--- config.mk ---
export PLATFORM = sky130hd
export DESIGN_NAME = exc_entry_seq
export DESIGN_NICKNAME = d
export VERILOG_FILES = /design/src/rtl/exc_entry_pkg.sv /design/src/rtl/exc_entry_arb.sv /design/src/rtl/exc_entry_vec.sv /design/src/rtl/exc_entry_ctx.sv /design/src/rtl/exc_entry_seq.sv
export SDC_FILE = /design/constraint.sdc
export NUM_CORES = 1
export LEC_CHECK = 0
export BUFFER_PORTS_ARGS = -buffer_cell sky130_fd_sc_hd__clkbuf_2
export CORE_MARGIN = 3
export CORE_UTILIZATION = 44
export CTS_BUF_LIST = sky130_fd_sc_hd__clkbuf_8
export DETAILED_ROUTE_END_ITERATION = 16
export GPL_TIMING_DRIVEN = 0
export PLACE_DENSITY = 0.82
export SYNTH_ARGS = -nofsm -noshare
export SYNTH_HDL_FRONTEND = slang
export SYNTH_SLANG_ARGS = --single-unit
--- constraint.sdc ---
create_clock -name clk -period 4 [get_ports clk]
set_input_delay 0 -clock clk [delete_from_list [all_inputs] [get_ports clk]]
set_output_delay 0 -clock clk [all_outputs]
set_load 0.03 [all_outputs]
--- src/rtl/exc_entry_pkg.sv ---
package exc_entry_pkg;
  localparam int CODE_W     = 12;
  localparam int LVL_W      = 4;
  localparam int SR_BL      = 28;
  localparam int SR_RB      = 29;
  localparam int SR_MD      = 30;
  localparam int SR_MASK_LO = 4;

  typedef enum logic [1:0] {
    KIND_RESET = 2'd0,
    KIND_EXC   = 2'd1,
    KIND_INT   = 2'd2
  } kind_e;

  localparam logic [CODE_W-1:0] CODE_POWERON   = 12'h000;
  localparam logic [CODE_W-1:0] CODE_MANUAL    = 12'h020;
  localparam logic [CODE_W-1:0] CODE_TLB_RD    = 12'h040;
  localparam logic [CODE_W-1:0] CODE_TLB_WR    = 12'h060;
  localparam logic [CODE_W-1:0] CODE_TRAP      = 12'h160;
  localparam logic [CODE_W-1:0] CODE_UNBLOCKED = 12'h1E0;

  localparam logic [31:0] RESET_PC    = 32'hA000_0000;
  localparam logic [31:0] OFF_GENERAL = 32'h0000_0100;
  localparam logic [31:0] OFF_TLB     = 32'h0000_0400;
  localparam logic [31:0] OFF_IRQ     = 32'h0000_0600;
endpackage

--- src/rtl/exc_entry_arb.sv ---
module exc_entry_arb
  import exc_entry_pkg::*;
(
  input  logic              exc_valid,
  input  logic [CODE_W-1:0] exc_code,
  input  logic              irq_req,
  input  logic [LVL_W-1:0]  irq_lvl,
  input  logic              sr_bl,
  input  logic [LVL_W-1:0]  sr_mask,
  output logic              take,
  output kind_e             kind,
  output logic [CODE_W-1:0] eff_code
);
  logic blocked;
  logic irq_ok;
  logic is_reset;

  always_comb begin
    // a blocked exception other than the exempt code becomes a reset
    blocked  = exc_valid && sr_bl && (exc_code != CODE_UNBLOCKED);
    eff_code = blocked ? CODE_POWERON : exc_code;
    irq_ok   = irq_req && !sr_bl && (irq_lvl > sr_mask);
    is_reset = (eff_code == CODE_POWERON) || (eff_code == CODE_MANUAL);
    take     = exc_valid || irq_ok;
    if (exc_valid) kind = is_reset ? KIND_RESET : KIND_EXC;
    else           kind = KIND_INT;
  end
endmodule

--- src/rtl/exc_entry_vec.sv ---
module exc_entry_vec
  import exc_entry_pkg::*;
#(
  parameter int XLEN = 32
) (
  input  kind_e             kind,
  input  logic [CODE_W-1:0] eff_code,
  input  logic [XLEN-1:0]   vbr,
  input  logic [XLEN-1:0]   sr_in,
  output logic [XLEN-1:0]   target,
  output logic [XLEN-1:0]   sr_out
);
  logic tlb_class;

  always_comb begin
    tlb_class = (eff_code == CODE_TLB_RD) || (eff_code == CODE_TLB_WR);
    unique case (kind)
      KIND_RESET: target = XLEN'(RESET_PC);
      KIND_INT:   target = vbr + XLEN'(OFF_IRQ);
      default:    target = vbr + (tlb_class ? XLEN'(OFF_TLB) : XLEN'(OFF_GENERAL));
    endcase
    sr_out        = sr_in;
    sr_out[SR_BL] = 1'b1;
    sr_out[SR_RB] = 1'b1;
    sr_out[SR_MD] = 1'b1;
    if (kind == KIND_RESET) sr_out[SR_MASK_LO +: LVL_W] = '1;
  end
endmodule

--- src/rtl/exc_entry_ctx.sv ---
module exc_entry_ctx
  import exc_entry_pkg::*;
#(
  parameter int XLEN       = 32,
  parameter int DS_W       = 2,
  parameter int INSN_BYTES = 2
) (
  input  logic [XLEN-1:0]   pc,
  input  logic [DS_W-1:0]   ds_flags,
  input  kind_e             kind,
  input  logic [CODE_W-1:0] eff_code,
  output logic [XLEN-1:0]   spc
);
  localparam logic [XLEN-1:0] STEP = XLEN'(INSN_BYTES);

  logic in_slot;
  logic is_trap;

  always_comb begin
    in_slot = |ds_flags;
    is_trap = (kind == KIND_EXC) && (eff_code == CODE_TRAP);
    spc = pc;
    if (in_slot) spc = spc - STEP;   // re-execute the branch
    if (is_trap) spc = spc + STEP;   // return past the trap
  end
endmodule

--- src/rtl/exc_entry_seq.sv ---
module exc_entry_seq
  import exc_entry_pkg::*;
#(
  parameter int XLEN = 32,
  parameter int DS_W = 2
) (
  input  logic              clk,
  input  logic              rst_n,
  input  logic              ev_valid,
  output logic              ev_ready,
  input  logic              exc_valid,
  input  logic [CODE_W-1:0] exc_code,
  input  logic              irq_req,
  input  logic [LVL_W-1:0]  irq_lvl,
  input  logic [CODE_W-1:0] irq_code,
  input  logic [XLEN-1:0]   cur_sr,
  input  logic [XLEN-1:0]   cur_pc,
  input  logic [XLEN-1:0]   cur_vbr,
  input  logic [XLEN-1:0]   cur_r15,
  input  logic [DS_W-1:0]   ds_flags,
  output logic              out_valid,
  input  logic              out_ready,
  output logic [XLEN-1:0]   out_pc,
  output logic [XLEN-1:0]   out_sr,
  output logic [XLEN-1:0]   out_spc,
  output logic [XLEN-1:0]   out_ssr,
  output logic [XLEN-1:0]   out_sgr,
  output logic [1:0]        out_kind,
  output logic [CODE_W-1:0] expevt,
  output logic [CODE_W-1:0] intevt
);
  logic              take;
  kind_e             kind;
  logic [CODE_W-1:0] eff_code;
  logic [XLEN-1:0]   target;
  logic [XLEN-1:0]   sr_next;
  logic [XLEN-1:0]   spc_next;
  logic              accept;

  assign ev_ready = !out_valid || out_ready;
  assign accept   = ev_valid && ev_ready;

  exc_entry_arb u_arb (
    .exc_valid (exc_valid),
    .exc_code  (exc_code),
    .irq_req   (irq_req),
    .irq_lvl   (irq_lvl),
    .sr_bl     (cur_sr[SR_BL]),
    .sr_mask   (cur_sr[SR_MASK_LO +: LVL_W]),
    .take      (take),
    .kind      (kind),
    .eff_code  (eff_code)
  );

  exc_entry_vec #(.XLEN(XLEN)) u_vec (
    .kind     (kind),
    .eff_code (eff_code),
    .vbr      (cur_vbr),
    .sr_in    (cur_sr),
    .target   (target),
    .sr_out   (sr_next)
  );

  exc_entry_ctx #(.XLEN(XLEN), .DS_W(DS_W)) u_ctx (
    .pc       (cur_pc),
    .ds_flags (ds_flags),
    .kind     (kind),
    .eff_code (eff_code),
    .spc      (spc_next)
  );

  always_ff @(posedge clk) begin
    if (!rst_n) begin
      out_valid <= 1'b0;
      out_pc    <= '0;
      out_sr    <= '0;
      out_spc   <= '0;
      out_ssr   <= '0;
      out_sgr   <= '0;
      out_kind  <= 2'd0;
      expevt    <= '0;
      intevt    <= '0;
    end else if (accept && take) begin
      out_valid <= 1'b1;
      out_pc    <= target;
      out_sr    <= sr_next;
      out_spc   <= spc_next;
      out_ssr   <= cur_sr;
      out_sgr   <= cur_r15;
      out_kind  <= kind;
      if (kind == KIND_INT) intevt <= irq_code;
      else                  expevt <= eff_code;
    end else if (out_ready) begin
      out_valid <= 1'b0;
    end
  end
endmodule

======== After elaboration in Yosys (flattened, before gate mapping) ========
Index checks and enable logic that the tools add are counted.
word-level totals
  memories kept ........................... 0
  output and inout port bits .............. 188
  register bits ........................... 187
  RAM bits ................................ 0
  input bits .............................. 164
  latch bits .............................. 0
  logic and storage cells ................. 51
  memory bits (read-only) ................. 0
cells by class
  reduce and logical (&&, ||, !) cells .... 19
  bitwise logic cells ..................... 1
  divide/modulo/power cells ............... 0
  order comparisons ....................... 1
  equal/unequal tests ..................... 7
  shift-type cells ........................ 0
  multipliers ............................. 0
  mux-type cells .......................... 10
  add/subtract/negate cells ............... 4
operator list
  cell                                                 number
  2-to-1 mux 32 bit                                    2
  one-hot mux 32 bit (2 select lines)                  1
  adder 32 x 11 -> 32 bit (second input constant)      1
  adder 32 x 2 -> 32 bit (second input constant)       1
  adder 32 bit                                         1
  subtractor 32 x 2 -> 32 bit (second input constant)  1
  == test 12 x 7 -> 1 bit (second input constant)      2
  == test 12 x 6 -> 1 bit (second input constant)      1
  == test 12 x 9 -> 1 bit (second input constant)      1
  logical NOT 12 bit                                   1
  2-to-1 mux 12 bit                                    1
  != test 12 x 9 -> 1 bit (second input constant)      1
  2-to-1 mux 11 bit                                    1
  logical AND 1 bit                                    7
  greater-than comparator 4 bit                        1
  logical OR 1 bit                                     4
  2-to-1 mux 4 bit                                     1
  AND reduction 2 bit                                  2
  2-to-1 mux 1 bit                                     3
  == test 2 x 1 -> 1 bit (second input constant)       1
  == test 2 bit (second input constant)                1
  logical NOT 1 bit                                    2
  logical NOT 2 bit                                    1
  2-to-1 mux 2 bit                                     1
  3 further kinds                                      3

======== Longest topological paths before layout ========
Gate-level depths: netlist of run 1.
  depth in word-level cells ............... 10
  gate-level depth with buffers ........... 14
  gate-level depth less buffers ........... 14

======== By module ========
A second synthesis of run 1 with hierarchy kept.
second synthesis, totals
  cells, all modules ...................... 1373
  area, all modules ....................... 10974.3 um^2
modules (own cells, without submodules)
  module         cells each  area an instance (um^2)  times used
  exc_entry_seq  851         7539.7                   1
  exc_entry_ctx  269         1846.8                   1
  exc_entry_vec  214         1333.8                   1
  exc_entry_arb  39          254.0                    1

======== Least setup slack after synthesis of run 1 ========
Ideal clock, no wire load.
  path type ............................... in2reg
  start point ............................. input cur_pc[1]
  end point ............................... register out_spc[30]
  slack ................................... 1.207 ns
  data arrival time ....................... 2.730 ns
  required time ........................... 3.938 ns
  path buffers ............................ 2
  stages on the path ...................... 12
  cell sequence ........................... clkbuf_1 inv_1 ha_1 buf_2 xnor2_1 or4_1 a211oi_2 o21ai_1 nor3_4 nand3_1 or4_1 nand3_1
between the ends
  longest elaborated chain between the ends .. 4
RTL lines
  item                         line                 source
  start: declaration           exc_entry_seq.sv:17  input logic [XLEN-1:0] cur_pc,
  subtractor 32 x 2 -> 32 bit  exc_entry_ctx.sv:23  if (in_slot) spc = spc - STEP;
  2-to-1 mux 32 bit *          exc_entry_ctx.sv:23
  adder 32 x 2 -> 32 bit       exc_entry_ctx.sv:24  if (is_trap) spc = spc + STEP;
  2-to-1 mux 32 bit *          exc_entry_ctx.sv:24
  end signal: assignment       exc_entry_seq.sv:87  out_spc <= spc_next;
  end: declaration             exc_entry_seq.sv:25  output logic [XLEN-1:0] out_spc,
Every way passes the cells marked *; elsewhere a longest branch is shown, timed or not.
A chain may end at the register's enable or synchronous reset.

======== Final worst setup path of run 1 ========
  start point ............................. input exc_code[3]
  end point ............................... register out_spc[25]
between the ends
  longest elaborated chain between the ends .. 10
  elaborated cells on any way between the ends .. 12
  those cells by class .................... eq/ne (4); mux (4); reduce/logical (4)
RTL lines
  item                                                                  line                 source
  start: declaration                                                    exc_entry_seq.sv:12  input logic [CODE_W-1:0] exc_code,
  != test 12 x 9 -> 1 bit                                               exc_entry_arb.sv:20  blocked = exc_valid && sr_bl && (exc_code != CODE_UNBLOCKED);
  logical AND 1 bit                                                     exc_entry_arb.sv:20
  2-to-1 mux 12 bit *                                                   exc_entry_arb.sv:21  eff_code = blocked ? CODE_POWERON : exc_code;
  == test 12 x 6 -> 1 bit / logical NOT 12 bit (equally long branches)  exc_entry_arb.sv:23  is_reset = (eff_code == CODE_POWERON) || (eff_code == CODE_MANUAL);
  logical OR 1 bit                                                      exc_entry_arb.sv:23
  2-to-1 mux 1 bit                                                      exc_entry_arb.sv:25  if (exc_valid) kind = is_reset ? KIND_RESET : KIND_EXC;
  2-to-1 mux 2 bit                                                      exc_entry_arb.sv:25
  == test 2 x 1 -> 1 bit                                                exc_entry_ctx.sv:21  is_trap = (kind == KIND_EXC) && (eff_code == CODE_TRAP);
  logical AND 1 bit *                                                   exc_entry_ctx.sv:21
  2-to-1 mux 32 bit *                                                   exc_entry_ctx.sv:24
Marked as above.

==> summary.md, run 1 <==
| Metric | Value |
|---|---|
| Top post-synthesis cells by area | `dfxtp_1, nand2_1, a21oi_1` |
| Rel. slew slack | `5.47%` |
| Final Setup Violations | `0` |
| Total gr overflow | `0` |
| CTS tree | `done` |
| Hold Path Class | `input port to flop` |
| Crit Path Max Fanout | `3` |
| Clk slew on worst S/H paths | `0.09 ns` |
| Final critical-path share of the clock period | `90.1%` |
| Initial drt markers | `855` |
| Total core area | `0.0190 mm²` |
| Sequential Power Share | `42.2%` |
| Post-synth top flop | `dfxtp_1` |
| Initial Utilization | `45.6%` |
| Pins Over Slew Limit | `0` |
| Footprint of the multi-input gates | `0.00487 mm²` |
| Register area share after synthesis | `37.0%` |
| Antenna violations before repair | `1` |
| Status | `finished, final reports clean` |
| Worst slew pin tran | `1.41 ns` |
| CTS root buffer | `clkbuf_8` |
| Cells after DPL | `1,746` |
| P&R area growth vs syn | `41.7%` |
| NetSw | `1.45 mW` |
| Synth warn | `0` |
| Power per Cell Area | `336 mW/mm²` |
| Tot Pwr | `4.13 mW` |
| Die width | `146 µm` |
| Critical Path Sink Type | `flop` |
| Seq. cell area | `0.00320 mm²` |
| Synth cell count leaders | `nand2_1, dfxtp_1, a21oi_1` |
| Worst-path cell chain | `dlygate4sd3_1 > clkbuf_2 > or4_1 > or3_4 > a2111oi_2 > nand2_1 > nor4b_1 > a311oi_1 > mux2i_1 > nand3_1 > dlygate4sd3_1` |
| Drc violations | `0` |
| Gate power share | `25.0%` |
| Via Count | `10.8k` |
| Synth async-reset ratio | `0%` |
| GRT Total Usage | `33.9%` |
| Core Util, Final | `64.5%` |
| Setup_tns | `0 ns` |
| Syn Nets | `1,325` |
| Sw frac | `35.0%` |
| Worst R2R Setup Slack | `1.10 ns` |
| Min Tclk post-route | `3.60 ns` |
| Mapped Area | `0.00866 mm²` |
| Mapped Avg Cell Area | `7.53 µm²` |
| Clock power share | `32.8%` |
| Seq cells post-synth | `160` |
| P_int | `2.68 mW` |
| CTS Buffer Depth | `2` |
| Final hold violations | `0` |
| Global-route wire length before repair | `58,100 µm` |
| Gpl congestion | `1.01` |
| Clk_lat worst skew | `0.48 ns` |
| Fin Hold WS | `0.0361 ns` |
| Routed WL | `37,600 µm` |
| Wire per inst | `19.8 µm` |
| Std cell rows | `50` |
| Most common cell in the netlist | `nand2_1` |
| Synth cell types | `74` |
| RSZ-0062 raised after global routing | `false` |
| Layout Skew | `0.0182 ns` |
| LEAKAGE | `5.25 nW` |
| Critical path class | `input port to flop` |
| I/O Pins | `352` |
| Mapped Cells | `1,151` |
| Slowest CP cell | `dlygate4sd3_1` |
| EDFF count, synth | `0` |
| CP arrival | `3.96 ns` |
| Drt first pass iters | `7` |
| H-tree depth | `4` |
| Die Height | `146 µm` |
| Final cell count without fillers | `1,897` |
| Nets | `1,796` |
| Post-synth top area share | `37.0%` |
| VDD IR-drop max | `0.273 mV` |
| Max cap viols | `0` |
| Max incr delay on CP | `0.56 ns` |
| Cell taking the most area after synthesis | `dfxtp_1` |
| Data required time of the worst path | `4.35 ns` |
| Die area | `0.0214 mm²` |
| Clock sinks | `160` |
| Filler cells | `1,650` |
| TritonCTS buffer count | `17` |
| ANT nets after route | `0` |
| Most common cell on crit path | `dlygate4sd3_1` |
| CP startpoint kind | `input port` |
| Vias/cell | `5.69` |
| I/O Buffers | `335` |
| Fmax | `277 MHz` |
| Vias in the first global route | `10.5k` |
| Largest net degree at the start of global routing | `17` |
| Layout cells sized above 1 | `26.0%` |
| Dpl hpwl | `26,600 µm` |
final timing paths:
check	depth (start not counted)	to	from
min reg2reg	2	out_spc[16]	out_spc[16]
max	11	out_spc[25]	exc_code[3]
min	4	out_spc[22]	cur_pc[22]
max reg2reg	8	out_spc[25]	out_valid
logic make-up after synthesis:
family	Yosys count	synth area share, %
and+or+nand+nor	511	28.0
AOI/OAI and AO/OA	272	19.3
DFF	160	37.0
buffers and inverters	127	6.86
xor gates and xnor gates	59	5.96
muxes	12	1.44
adders and majority gates	10	1.44
power groups by stage:
stage                     Sequential (mW)  Combinational [mW]  Clock (mW)
after global routing                 1.75                1.10        1.43
after floorplan                      1.94               0.390           0
after global placement               1.77               0.895           0
final                                1.74                1.03        1.36
after CTS                            1.74                1.01        1.36
after detailed placement             1.77               0.908           0
worst max-delay path: cells and delay by family:
kind | cells | cell delay [ns]
AND/OR/NAND/NOR | 5 | 1.87
AO/OA/AOI/OAI | 2 | 0.65
multiplexers | 1 | 0.17
buffers and inverters | 3 | 1.26
routing by layer:
metal | up-vias | routed length [µm] | track usage, %
li1 | 4987 | - | -
met4 | 0 | 2140 | 18.6
met3 | 152 | 3340 | 8.10
met5 | - | 0 | 0
met1 | 4993 | 14900 | 42.3
met2 | 669 | 17300 | 54.1
placed cells by master, fill, tap and decap left out, types with 5 or more instances in the layout:
cell / n
clkbuf_2: 335
nand2_1: 234
dfxtp_1: 160
a21oi_1: 138
dlygate4sd3_1: 117
nor2_1: 75
clkbuf_1: 69
nand3_1: 59
nor3_1: 38
xnor2_1: 35
o21ai_0: 33
buf_4: 28
xor2_1: 24
nand4_1: 21
inv_1: 20
clkbuf_8: 17
nor4_1: 16
or3_1: 11
a31oi_1: 10
o211ai_1: 10
ha_1: 10
a221oi_1: 9
a22oi_1: 9
mux2i_1: 8
and3_1: 7
or4_1: 6
o21a_1: 6
a211oi_1: 6
inv_6: 6
nand2b_1: 5
and2_1: 5
a21o_1: 5
o2111ai_1: 5
buf_1: 5
o31ai_1: 5
state kept, by name (all words and copies together), names as in the netlist:
name	flops
out_spc	32
out_pc	32
out_ssr	7
out_sr	30
out_sgr	32
out_kind	2
intevt	12
out_valid	1
expevt	12
cell type report:
type | count | share of cell area, %
tap | 260 | 2.65
timing repair buffer | 452 | 23.2
buffer | 107 | 4.23
antenna | 2 | 0.0408
clock buffer | 17 | 1.91
sequential | 160 | 26.1
clock inverter | 15 | 1.58
inverter | 20 | 0.612
multi-input combinational | 864 | 39.7
per-stage QoR:
| stage | instance area (µm²) | setup WS, ns |
|---|---|---|
| finish | 12300 | 0.395 |
| global route | 12300 | 0.270 |
| global placement | 10700 | 0.531 |
| CTS | 12300 | 0.307 |
| floorplan | 8660 | 1.21 |
| detailed placement | 10700 | 0.506 |
what timing repair did:
action | 4_1_cts | 5_1_grt
setup buffers | 0 | 0
gates resized for setup | 0 | 1
hold endpoints to repair | 119 | 0
hold buffers | 117 | 0
setup endpoints to repair | 0 | 1
No activity file was read; power rests on OpenSTA's default activity.
==> run 2: changes to the inputs <==
Settings changed: PLACE_DENSITY 0.82 to 0.79, SYNTH_HIERARCHICAL set to 1.
==> run 2 against run 1 <==
Compared with the run above:
- routed wire length increased by 12%
- synthesized cell count increased by 19%
- setup slack got worse by 0.24 ns
- hold slack got worse by 0.0045 ns
- final cell count increased by 16%
- total power increased by 11%
- via count increased by 17%
- highest routed layer is now met5
==> summary.md, run 2 <==
| Metric | Value |
|---|---|
| Status | `finished, final reports clean` |
| Data required time of the worst path | `4.41 ns (+0.06 ns)` |
| Die Height | `164 µm (+12%)` |
| Post-synth top area share | `34.1% (-2.9 points)` |
| Drc violations | `0 (unchanged)` |
| Synth cell types | `86 (+16%)` |
| I/O Buffers | `342 (+2.1%)` |
| Max cap viols | `0 (unchanged)` |
| Initial drt markers | `1,173 (+37%)` |
| Vias in the first global route | `12.0k (+15%)` |
| Synth cell count leaders | `dfxtp_1, o21ai_0, nand3_1` |
| Drt first pass iters | `6 (-1)` |
| Synth async-reset ratio | `0% (unchanged)` |
| Mapped Cells | `1,373 (+19%)` |
| Crit Path Max Fanout | `7 (+4)` |
| Mapped Area | `0.0110 mm² (+27%)` |
| GRT Total Usage | `29.9% (-4.0 points)` |
| Reg2Reg Depth | `8 (unchanged)` |
| Power per Cell Area | `308 mW/mm² (-8.4%)` |
| Initial Utilization | `45.0% (-0.56 points)` |
| Hold Path Depth | `5 (+1)` |
| Post-synth top flop | `dfxtp_1` |
| CP bufs+invs | `4 (+1)` |
| Hold path startpoint | `cur_pc[31]` |
| Min Tclk post-route | `3.84 ns (+0.237 ns)` |
| Worst reg2reg startpoint | `out_valid` |
| LEAKAGE | `5.89 nW (+12%)` |
| Commonest non-fill, non-tap cell in the layout | `clkbuf_2` |
| EDFF count, synth | `0 (unchanged)` |
| Delay-heaviest family, CP | `simple AND/OR/NAND/NOR gates` |
| Cell taking the most area after synthesis | `dfxtp_1` |
| Clock sinks | `187 (+17%)` |
| Final Setup Violations | `0 (unchanged)` |
| Vias/cell | `5.74 (+0.80%)` |
| ANT nets after route | `0 (unchanged)` |
| Max incr delay on CP | `0.58 ns (+0.02 ns)` |
| Seq cells post-synth | `187 (+17%)` |
| Most frequent cells in the layout | `clkbuf_2, dfxtp_1, o21ai_0` |
| Slowest CP cell | `dlygate4sd3_1` |
| WHS Endpoint | `out_spc[31]` |
| I/O Pins | `352 (unchanged)` |
| VDD IR-drop max | `0.239 mV (-13%)` |
| Critical path class | `input port to flop` |
| Gpl congestion | `0.972 (-3.8%)` |
| TritonCTS buffer count | `17 (unchanged)` |
| Post-layout instance area | `0.0148 mm² (+21%)` |
| Register area share after synthesis | `34.1% (-2.9 points)` |
| Std cell rows | `57 (+14%)` |
| Layout Skew | `0.0193 ns (+0.00106 ns)` |
| Antenna violations before repair | `4 (+3)` |
| Top post-synthesis cells by area | `dfxtp_1, a21boi_0, o21ai_0` |
| Worst slew pin tran | `0.779 ns (-0.626 ns)` |
| Fmax | `260 MHz (-6.2%)` |
| Worst-path cell chain | `dlygate4sd3_1 > clkbuf_2 > nand2_1 > nor2_2 > nor2b_1 > nor4b_1 > and3_1 > inv_1 > ha_1 > ha_1 > a21oi_2 > nor2_1 > a31oi_1 > a21oi_1 > o32ai_1 > dlygate4sd3_1 > nand3_1 > a21boi_1` |
| Total core area | `0.0244 mm² (+28%)` |
| Nets | `2,032 (+13%)` |
| CTS root buffer | `clkbuf_8` |
| Mapped Avg Cell Area | `7.99 µm² (+6.2%)` |
| Most common cell in the netlist | `dfxtp_1` |
| Hold Path Class | `input port to flop` |
| CTS Buffer Depth | `2 (unchanged)` |
| Largest net degree at the start of global routing | `25 (+8)` |
| Wire per inst | `19.1 µm (-3.7%)` |
| Total gr overflow | `0 (unchanged)` |
| Setup_tns | `0 ns (unchanged)` |
| Global-route wire length before repair | `64,300 µm (+11%)` |
| Rel. slew slack | `47.6% (+42 points)` |
| CP startpoint kind | `input port` |
| Clk slew on worst S/H paths | `0.12 ns (+0.03 ns)` |
| Pins Over Slew Limit | `0 (unchanged)` |
| P&R area growth vs syn | `35.0%` |
| Synth warn | `6 (+6)` |
| Clk_lat worst skew | `0.46 ns (-0.02 ns)` |
| Final hold violations | `0 (unchanged)` |
| FF-to-FF End | `intevt[1]` |
| Die area | `0.0269 mm² (+26%)` |
| Final critical-path share of the clock period | `96.0% (+5.9 points)` |
| Layout cells sized above 1 | `26.2% (+0.20 points)` |
| Worst R2R Setup Slack | `1.97 ns (+0.87 ns)` |
| Placed cell area | `0.0131 mm² (+23%)` |
| RSZ-0062 raised after global routing | `false` |
| CP arrival | `4.25 ns (+0.29 ns)` |
| CTS tree | `done` |
| H-tree depth | `4 (unchanged)` |
| Routed WL | `42,000 µm (+12%)` |
| Critical Path Sink Type | `flop` |
| Filler cells | `2,228 (+35%)` |
| Dpl hpwl | `30,900 µm (+16%)` |
| Die width | `164 µm (+12%)` |
| Via Count | `12.6k (+17%)` |
-- run 2: timing repair --
item / in CTS / in global routing
pin swaps: 1 / 0
endpoints found under the setup margin: 6 / 8
buffers inserted: 2 / 0
endpoints found under the hold margin: 149 / 0
resized for setup: 0 / 5
hold buffers: 120 / 0
-- run 2: layout make-up --
cell class,count,area [µm²],share of cell area [%]
clock inverters,15,228,1.54
inverters,22,82.6,0.557
well taps,324,405,2.74
plain buffers,152,810,5.46
diodes,3,7.51,0.0507
flip-flops and latches,187,3740,25.3
multi-input cells,1014,6380,43.0
clock buffers,17,234,1.58
repair buffers,464,2930,19.8
-- run 2: metal layers --
| metal | wire, µm | global-route usage [%] |
|---|---|---|
| met1 | 16900 | 38.3 |
| met2 | 19400 | 49.2 |
| met3 | 3740 | 6.15 |
| met4 | 1840 | 12.5 |
| met5 | 13 | 0 |
-- run 2: metrics by stage --
step / instances / utilization [%] / power, mW / hold slack [ns] / worst slack [ns]
3_5_place_dp: 2041 / 53.7 / 3.05 / 0.236 / -0.673
6_report: 2198 / 60.7 / 4.56 / 0.0317 / 0.158
3_3_place_gp: 2041 / 53.7 / 3.03 / 0.232 / -0.651
2_1_floorplan: 1375 / - / 2.67 / 0.142 / 0.498
4_1_cts: 2195 / 60.6 / 4.57 / 0.00356 / 0.128
5_1_grt: 2198 / 60.7 / 4.75 / 0.0279 / 0.0123
-- run 2: worst register-to-register path, delay by kind of cell (launching register included) --
kind / cells / cell delay, ns
buffers and inverters: 5 / 1.06
muxes: 1 / 0.12
DFF: 1 / 0.41
and+or+nand+nor: 2 / 0.32
-- run 2: power by group --
group	internal [mW]	switching, mW	total [mW]
Sequential	1.96	0.0500	2.01
Clock	0.527	0.911	1.44
Combinational	0.417	0.700	1.12
Total	2.90	1.66	4.56
-- run 2: logic make-up after synthesis --
logic type,after synthesis,synth area share [%]
xor+xnor,52,4.15
flops,187,34.1
simple gates,476,23.2
mux,36,3.36
other cells,1,0.0342
compound gates,437,25.9
fa+ha+maj,10,1.14
buf+inv,174,8.13
-- run 2: worst max path at each step --
stage	from	endpoint	slack, ns	depth (start not counted)
finish	cur_sr[28]	out_pc[18]	0.16	18
global route	exc_code[6]	out_pc[18]	0.01	19
CTS	cur_sr[28]	out_spc[23]	0.13	16
detailed placement	exc_code[11]	out_spc[23]	-0.67	14
global placement	exc_code[11]	out_spc[31]	-0.65	14
floorplan	exc_code[11]	out_spc[21]	0.50	13
